File: src/rtl/adc_rd_pkg.sv
package adc_rd_pkg;
  typedef enum logic [1:0] {
    ST_IDLE,
    ST_CNV,
    ST_WAIT,
    ST_RECV
  } rd_state_e;
endpackage

File: src/rtl/adc_rd_sync.sv
module adc_rd_sync #(
  parameter int unsigned   W       = 1,
  parameter int unsigned   STAGES  = 2,
  parameter logic [W-1:0]  RST_VAL = '0
) (
  input  logic         clk_i,
  input  logic         rst_ni,
  input  logic [W-1:0] d_i,
  output logic [W-1:0] q_o
);
  logic [W-1:0] stg_q [STAGES];

  for (genvar g = 0; g < STAGES; g++) begin : g_stg
    if (g == 0) begin : g_first
      always_ff @(posedge clk_i or negedge rst_ni) begin
        if (!rst_ni) stg_q[g] <= RST_VAL;
        else         stg_q[g] <= d_i;
      end
    end else begin : g_next
      always_ff @(posedge clk_i or negedge rst_ni) begin
        if (!rst_ni) stg_q[g] <= RST_VAL;
        else         stg_q[g] <= stg_q[g-1];
      end
    end
  end

  assign q_o = stg_q[STAGES-1];
endmodule

File: src/rtl/adc_rd_rx.sv
module adc_rd_rx #(
  parameter int unsigned DATA_W = 14
) (
  input  logic              clk_i,
  input  logic              rst_ni,
  input  logic              clr_i,
  input  logic              en_i,
  input  logic              rclk_i,
  input  logic              dat_i,
  input  logic              frm_low_i,
  output logic [DATA_W-1:0] word_o,
  output logic              full_o
);
  localparam int unsigned CNT_W = $clog2(DATA_W + 1);

  logic              rclk_d_q;
  logic [CNT_W-1:0]  cnt_q;
  logic [DATA_W-1:0] word_q;
  logic              fall, take;

  assign fall   = rclk_d_q & ~rclk_i;
  assign full_o = (cnt_q == CNT_W'(DATA_W));
  // frame qualifies every edge; saturate after DATA_W bits
  assign take   = fall & en_i & frm_low_i & ~full_o;

  always_ff @(posedge clk_i or negedge rst_ni) begin
    if (!rst_ni) rclk_d_q <= 1'b1;
    else         rclk_d_q <= rclk_i;
  end

  always_ff @(posedge clk_i or negedge rst_ni) begin
    if (!rst_ni) begin
      cnt_q  <= '0;
      word_q <= '0;
    end else if (clr_i) begin
      cnt_q  <= '0;
      word_q <= '0;
    end else if (take) begin
      cnt_q  <= cnt_q + 1'b1;
      word_q <= {word_q[DATA_W-2:0], dat_i};
    end
  end

  assign word_o = word_q;
endmodule

File: src/rtl/adc_rd_seq.sv
module adc_rd_seq
  import adc_rd_pkg::*;
#(
  parameter int unsigned CNV_LO_CYC = 16,
  parameter int unsigned TMO_CYC    = 3000
) (
  input  logic clk_i,
  input  logic rst_ni,
  input  logic req_i,
  input  logic frm_low_i,
  input  logic full_i,
  output logic cnv_o,
  output logic busy_o,
  output logic clr_o,
  output logic en_o,
  output logic deliver_o,
  output logic tmo_o
);
  localparam int unsigned LIM  = (TMO_CYC > CNV_LO_CYC) ? TMO_CYC : CNV_LO_CYC;
  localparam int unsigned CW   = $clog2(LIM + 1);
  localparam logic [CW-1:0] CNV_LAST = CW'(CNV_LO_CYC - 1);
  localparam logic [CW-1:0] TMO_LAST = CW'(TMO_CYC - 1);

  rd_state_e st_q, st_d;
  logic [CW-1:0] cnt_q, cnt_d;
  logic tmo_q, tmo_set;

  always_comb begin
    st_d      = st_q;
    cnt_d     = cnt_q + 1'b1;
    clr_o     = 1'b0;
    deliver_o = 1'b0;
    tmo_set   = 1'b0;
    unique case (st_q)
      ST_IDLE: begin
        cnt_d = '0;
        if (req_i) begin
          st_d  = ST_CNV;
          clr_o = 1'b1;
        end
      end
      ST_CNV: begin
        if (cnt_q == CNV_LAST) begin
          st_d  = ST_WAIT;
          cnt_d = '0;
        end
      end
      ST_WAIT: begin
        if (frm_low_i) begin
          st_d  = ST_RECV;
          cnt_d = '0;
        end else if (cnt_q == TMO_LAST) begin
          st_d    = ST_IDLE;
          tmo_set = 1'b1;
        end
      end
      ST_RECV: begin
        cnt_d = '0;
        if (!frm_low_i) begin
          st_d      = ST_IDLE;
          deliver_o = full_i;
        end
      end
      default: st_d = ST_IDLE;
    endcase
  end

  always_ff @(posedge clk_i or negedge rst_ni) begin
    if (!rst_ni) begin
      st_q  <= ST_IDLE;
      cnt_q <= '0;
      tmo_q <= 1'b0;
    end else begin
      st_q  <= st_d;
      cnt_q <= cnt_d;
      tmo_q <= tmo_set;
    end
  end

  assign cnv_o  = (st_q != ST_CNV);
  assign busy_o = (st_q != ST_IDLE);
  assign en_o   = (st_q == ST_WAIT) || (st_q == ST_RECV);
  assign tmo_o  = tmo_q;
endmodule

File: src/rtl/adc_readout_ctrl.sv
module adc_readout_ctrl #(
  parameter int unsigned DATA_W     = 14,
  parameter int unsigned SYNC_STG   = 2,
  parameter int unsigned CNV_LO_CYC = 16,
  parameter int unsigned TMO_CYC    = 3000
) (
  input  logic              clk_i,
  input  logic              rst_ni,
  input  logic              req_i,
  output logic              cnv_o,
  output logic              busy_o,
  input  logic              frm_ni,
  input  logic              rclk_i,
  input  logic              rdat_i,
  output logic [DATA_W-1:0] smp_o,
  output logic              smp_vld_o,
  output logic              tmo_o
);
  logic [2:0]        sync_q;
  logic              rclk_s, frm_s, dat_s;
  logic              clr, en, full, deliver;
  logic [DATA_W-1:0] word;
  logic [DATA_W-1:0] smp_q;
  logic              vld_q;

  adc_rd_sync #(
    .W      (3),
    .STAGES (SYNC_STG),
    .RST_VAL(3'b110)
  ) i_sync (
    .clk_i (clk_i),
    .rst_ni(rst_ni),
    .d_i   ({rclk_i, frm_ni, rdat_i}),
    .q_o   (sync_q)
  );

  assign {rclk_s, frm_s, dat_s} = sync_q;

  adc_rd_rx #(
    .DATA_W(DATA_W)
  ) i_rx (
    .clk_i    (clk_i),
    .rst_ni   (rst_ni),
    .clr_i    (clr),
    .en_i     (en),
    .rclk_i   (rclk_s),
    .dat_i    (dat_s),
    .frm_low_i(~frm_s),
    .word_o   (word),
    .full_o   (full)
  );

  adc_rd_seq #(
    .CNV_LO_CYC(CNV_LO_CYC),
    .TMO_CYC   (TMO_CYC)
  ) i_seq (
    .clk_i    (clk_i),
    .rst_ni   (rst_ni),
    .req_i    (req_i),
    .frm_low_i(~frm_s),
    .full_i   (full),
    .cnv_o    (cnv_o),
    .busy_o   (busy_o),
    .clr_o    (clr),
    .en_o     (en),
    .deliver_o(deliver),
    .tmo_o    (tmo_o)
  );

  always_ff @(posedge clk_i or negedge rst_ni) begin
    if (!rst_ni) begin
      smp_q <= '0;
      vld_q <= 1'b0;
    end else begin
      vld_q <= deliver;
      if (deliver) smp_q <= word;
    end
  end

  assign smp_o     = smp_q;
  assign smp_vld_o = vld_q;
endmodule

File: config.mk
export PLATFORM = sky130hd
export DESIGN_NAME = adc_readout_ctrl
export DESIGN_NICKNAME = d
export VERILOG_FILES = /design/src/rtl/adc_rd_pkg.sv /design/src/rtl/adc_rd_sync.sv /design/src/rtl/adc_rd_rx.sv /design/src/rtl/adc_rd_seq.sv /design/src/rtl/adc_readout_ctrl.sv
export SDC_FILE = /design/constraint.sdc
export NUM_CORES = 1
export LEC_CHECK = 0
export CORE_UTILIZATION = 56
export CTS_CLUSTER_SIZE = 16
export DETAILED_ROUTE_END_ITERATION = 6
export GPL_ROUTABILITY_DRIVEN = 0
export PLACE_DENSITY = 0.79
export REMOVE_ABC_BUFFERS = 1
export SLEW_MARGIN = 25
export SYNTH_ARGS = -nofsm -noshare
export SYNTH_HDL_FRONTEND = slang
export SYNTH_HIERARCHICAL = 1
export SYNTH_SLANG_ARGS = --single-unit
File: constraint.sdc
create_clock -name clk_i -period 2.2 [get_ports clk_i]
set_input_delay 0.66 -clock clk_i [delete_from_list [all_inputs] [get_ports clk_i]]
set_output_delay 0.66 -clock clk_i [all_outputs]
set_load 0.05 [all_outputs]
==> results of run 1 <==
[where the power goes]
group	internal, W	switching (W)	leakage, nW	total (W)
combinational	0.000228	0.000265	0.435	0.000492
clock	0.000224	0.000300	0.0422	0.000524
sequential	0.00122	0.000194	0.729	0.00141
total	0.00167	0.000759	1.21	0.00243
[layout by cell type, fill, tap and decap left out, drive strengths merged, types with 6 or more instances in the layout]
cell / n
a21oi: 18
buf: 9
clkbuf: 7
clkdlybuf4s50: 20
dfrtp: 50
mux2: 14
nand3: 21
nor2: 15
o21ai: 16
xor2: 6
[worst reg2reg max path: stages (launching register included)]
cell and delay [ps]:
dfrtp_1 420, inv_1 90, ha_1 190, nand3_4 190
inv_2 100, nand2_1 50, nor2_1 130, buf_4 230
mux2_2 350
[per-stage QoR]
stage | worst slack [ps] | hold WS [ps] | util | std cells | TNS [ps]
3_5_place_dp | 351 | 337 | 0.648 | 272 | 0
5_1_grt | 14.8 | 362 | 0.669 | 280 | 0
2_1_floorplan | -57.1 | 331 | - | 193 | -800
4_1_cts | 65.8 | 343 | 0.669 | 280 | 0
3_3_place_gp | 410 | 343 | 0.648 | 272 | 0
6_report | 76.0 | 337 | 0.669 | 280 | 0
[logic make-up after synthesis]
| logic type | Yosys count | share of synthesized area |
|---|---|---|
| AO/OA/AOI/OAI | 40 | 0.0920 |
| XOR/XNOR | 10 | 0.0366 |
| adder cells (fa/ha/maj) | 3 | 0.0157 |
| buffers and inverters | 20 | 0.0512 |
| flip-flops | 55 | 0.577 |
| multiplexers | 14 | 0.0658 |
| AND/OR/NAND/NOR | 66 | 0.161 |
[sequential cells by signal (all words and copies together) (netlist names)]
register,flops
smp_vld_o,1
i_seq/tmo_o,1
smp_o,14
i_seq/cnt_q,12
i_sync/q_o,3
i_rx/rclk_d_q,1
i_rx/cnt_q,4
i_rx/word_o,14
i_seq/st_q,2
i_sync/stg_q,3
[worst min-delay path by stage]
| stage | from | endpoint | slack, ps | cells past startpoint |
|---|---|---|---|---|
| floorplan | i_sync/stg_q[3] | i_sync/q_o[0] | 330 | 0 |
| global placement | i_sync/stg_q[3] | i_sync/q_o[0] | 340 | 0 |
| detailed placement | i_sync/stg_q[3] | i_sync/q_o[0] | 340 | 0 |
| CTS | rst_ni | smp_o[5] | 340 | 2 |
| global route | rst_ni | i_seq/cnt_q[3] | 360 | 2 |
| finish | rst_ni | smp_o[6] | 340 | 2 |
[layer usage]
metal	vias up	routed length (µm)	track usage
li1	773	-	-
met1	779	1830	0.270
met2	31	1950	0.331
met3	5	138	0.0456
met4	0	63	0.0824
met5	-	0	0
[area by class of cell]
class,count,area share
clock buffers,7,0.0281
clock inverters,1,0.00185
flip-flops and latches,55,0.510
repair buffers,29,0.102
well taps,50,0.0231
inverters,5,0.00692
multi-input cells,133,0.328
==> impl_results.md, run 1 <==
* Commonest cells post-synth: dfrtp_1, nand3_1, a21oi_1, nor2_1, mux2_2
* Hold-fix buffers at CTS at 0
* Number of setup violations in the final report at 0
* Initial antenna violation count at 0
* Critical path endpoint: smp_o[11]
* Clock buffer depth at 2
* Leak at 1.21 nW
* Nets@finish at 238
* Critical path's top delay family: buffers and inverters
* Io pins at 24
* CP arrival at 1460 ps
* Syn-to-layout area delta at 13.3%
* Number of DRC markers in iteration 0 at 108
* GRT Resource Usage Total at 0.206
* Starting Density at 0.590
* Worst path slowest cell: clkdlybuf4s50_1
* Dpl hpwl at 2770 µm
* CP startpoint: smp_o[11]
* Tot Pwr at 0.00243 W
* Syn. warnings at 6
* Post-route ant nets at 0
* Post-DP Area at 0.00263 mm²
* Worst hold-check path type: input port to async pin
* RR Startpoint: i_rx/cnt_q[0]
* Final period util at 0.965
* Slew Limit Headroom at 0.657
* Worst Setup Start Kind: flop
* Largest net degree at the start of global routing at 32
* Vias at 1588
* Min cycle time layout at 2120 ps
* CP Class: flop to output port
* Max-cap violations at 0
* PwrDens at 895 mW/mm²
* Worst path depth at 1
* Synth area leader: dfrtp_1
* R2R cell count at 8
* Ys async rst share at 1.00
* WP data required at 1540 ps
* First-pass GRT wire length at 6890 µm
* Vias in the first global route at 1516
* Worst-skew pair later-pin latency at 300 ps
* CP max stage delay at 800 ps
* Top-count cell post-synth: dfrtp_1
* Drt drc at 0
* Sequential-to-total area share from yosys stat at 0.577
* Worst R2R End: smp_o[7]
* Area of the multi-input gates at 890 µm²
* Final Instance Area at 0.00271 mm²
* Post-CTS Resized at 0
* R2R setup slack at 350 ps
* Crit-path cells: clkdlybuf4s50_1
* FILL cells at 314
* N_diodes at 0
* Cell Area, Synth at 0.00239 mm²
* Register area at 0.00138 mm²
* # Post-CTS Setup Buffers at 0
* H-Tree Depth at 2
* Post-Syn Area per Cell at 11.5 µm²
* Clock sinks at 55
* Final slew viol count at 0
* CTS tree: built
* Outcome: completed
* Die width at 67.4 µm
* Clk pin slew, worst setup/hold paths at 90 ps
* Post-synth EDFFs at 0
* Synth top area share at 0.522
* #FFs+latches synth at 55
* Ranking of synthesized cells by area: dfrtp_1, mux2_2, dfstp_2, nand3_1, a21oi_1
* Wire per inst at 14.2 µm
* PortBufs at 23
* Inserted Clock Buffers at 5
* Fin. Hold Viols at 0
* RSZ-0062 raised after global routing: no
* Cells after synthesis at 208
* Layout cell share with drive strength beyond 1 at 0.178
* Grt ovf at 0
* Core footprint at 0.00406 mm²
* Worst clock skew at 11.2 ps
* Crit Path Max Fanout at 2
* Total wire length at 3990 µm
* Clock root buffer: clkbuf_8
* Total Die Area at 0.00454 mm²
* F_max at 0.471 GHz
* Slew of the pin with the lowest slew margin at 514 ps
* Cell variety after synth at 43
* Drt via density at 5.67
* Die Y at 67.4 µm
* CP endpoint kind: output port
* # rows at 23
* Main synth FF type: dfrtp_1
* Peak supply drop at 0.484 mV
* TritonRoute pass-1 iters at 4
* Buf/Inv on CP at 1
Power figures use the tool's default switching activity.
==> inputs of run 2 (changes only) <==
Settings changed: CORE_MARGIN set to 5, REMOVE_ABC_BUFFERS 1 to unset.
==> run 2 against run 1 <==
- clock power is 11% higher
- fmax is 0.51% lower
- via count hardly changed
- utilization is 0.17 points higher
- global-route usage is 3.1 points lower
- register-to-register slack better by 110 ps
- critical path depth stayed put
- combinational power hardly changed
- sequential power hardly changed
- worst setup slack worse by 11 ps
==> impl_results.md, run 2 (same netlist as run 1, synthesis figures left out) <==
* Switching share of total power at 0.311
* Clock sinks at 55
* Clk pin slew, worst setup/hold paths at 100 ps
* PwrDens at 905 mW/mm²
* Outcome: completed
* CTS tree: built
* Final period util at 0.970
* Reg power frac at 0.565
* Vias in the first global route at 1588
* Number of DRC markers in iteration 0 at 141
* Max-cap violations at 0
* Total wire length at 4190 µm
* Worst Setup Start Kind: flop
* H-Tree Depth at 2
* Slew Limit Headroom at 0.622
* GRT Resource Usage Total at 0.175
* # rows at 23
* RSZ-0062 raised after global routing: no
* FILL cells at 316
* Critical path's top delay family: buffers and inverters
* Final setup margin at 65.1 ps
* CP Class: flop to output port
* Sw power at 0.000772 W
* Internal Dissipation at 0.00171 W
* CP arrival at 1470 ps
* Largest net degree at the start of global routing at 26
* Total Die Area at 0.00568 mm²
* PortBufs at 23
* Drt drc at 0
* Post-route ant nets at 0
* Worst-skew pair later-pin latency at 310 ps
* Number of setup violations in the final report at 0
* Layout cell share with drive strength beyond 1 at 0.183
* Clock root buffer: clkbuf_8
* TritonRoute pass-1 iters at 5
* Leak at 1.22 nW
* Peak supply drop at 0.487 mV
* Comb pwr share at 0.199
* Clock buffer depth at 2
* Wire per inst at 15.0 µm
* Buf/Inv on CP at 1
* Crit Path Max Fanout at 2
* Initial antenna violation count at 0
* Clock power frac at 0.236
* Syn Nets at 217
* Commonest non-fill, non-tap cell in the layout: dfrtp_1
* Post-Route Utilization at 0.670
* CP max stage delay at 810 ps
* Fin. Hold Viols at 0
* Die width at 75.4 µm
* F_max at 0.468 GHz
* Post-CTS Resized at 0
* Dpl hpwl at 2830 µm
* Most frequent cells in the layout: dfrtp_1, nand3_1, clkdlybuf4s50_1
* Inserted Clock Buffers at 5
* Io pins at 24
* Die Y at 75.4 µm
* Worst hold-check path type: input port to async pin
* Core footprint at 0.00409 mm²
* CP endpoint kind: output port
* Grt ovf at 0
* Worst clock skew at 7.95 ps
* Vias at 1587
* Place WS at 395 ps
* First-pass GRT wire length at 7490 µm
* Setup TNS Final at 0 ps
* Drt via density at 5.67
* N_diodes at 0
* Crit-path cells: clkdlybuf4s50_1
* WP data required at 1540 ps
* Min cycle time layout at 2130 ps
* Final slew viol count at 0
* # Post-CTS Setup Buffers at 0
* Slew of the pin with the lowest slew margin at 566 ps
* Syn-to-layout area delta at 14.4%
* Hold-fix buffers at CTS at 0
* Starting Density at 0.586
* Nets@finish at 238
* Worst path slowest cell: clkdlybuf4s50_1
[run 2: cell count changes in the layout (fill, tap and decap cells not counted)]
cell,before,now
clkbuf_8,5,6
clkbuf_1,2,1
buf_12,1,2
buf_4,7,6
clkinv_2,1,0
clkinv_4,0,1
[run 2: per-layer routing]
metal	part of all wire	global-route usage	routed length [µm]
met5	0	0	0
met4	0.019	0.0757	81
met3	0.037	0.0501	157
met2	0.48	0.259	2020
met1	0.46	0.242	1930
[run 2: power by group through the flow]
| stage | registers [W] | clock network [W] | logic (W) |
|---|---|---|---|
| after floorplan | 0.00137 | 0 | 0.000391 |
| after global placement | 0.00141 | 0 | 0.000484 |
| after detailed placement | 0.00142 | 0 | 0.000496 |
| after CTS | 0.00140 | 0.000602 | 0.000501 |
| after global routing | 0.00143 | 0.000638 | 0.000567 |
| final | 0.00140 | 0.000584 | 0.000493 |
[run 2: cell type report]
cell class | instances | area, µm² | area share
well taps | 50 | 62.6 | 0.0228
clock buffers | 7 | 86.3 | 0.0315
multi-input cells | 133 | 890 | 0.325
inverters | 5 | 18.8 | 0.00685
clock inverters | 1 | 8.76 | 0.00320
repair buffers | 29 | 290 | 0.106
flip-flops and latches | 55 | 1380 | 0.505
[run 2: path summary, 6_finish.rpt]
check                                     start        endpoint  slack [ps]  cells after the start
worst max-delay path                   smp_o[7]        smp_o[7]          70                      1
min in group clk_i              i_sync/stg_q[5]   i_sync/q_o[2]         360                      0
worst min register to register  i_sync/stg_q[5]   i_sync/q_o[2]         360                      0
worst max register to register   i_seq/cnt_q[7]  i_seq/cnt_q[6]         460                      4
worst min-delay path                     rst_ni   i_sync/q_o[0]         320                      1
max in group asynchronous                rst_ni       smp_o[12]        1230                      2
[run 2: metrics by stage]
step                      std cells  power (W)  hold WS (ps)  instance area, µm²
after global placement          272    0.00190           336                2640
after floorplan                 208    0.00176           331                2390
after global routing            280    0.00264           367                2740
after detailed placement        272    0.00191           351                2640
after CTS                       280    0.00250           348                2740
final                           280    0.00248           324                2740
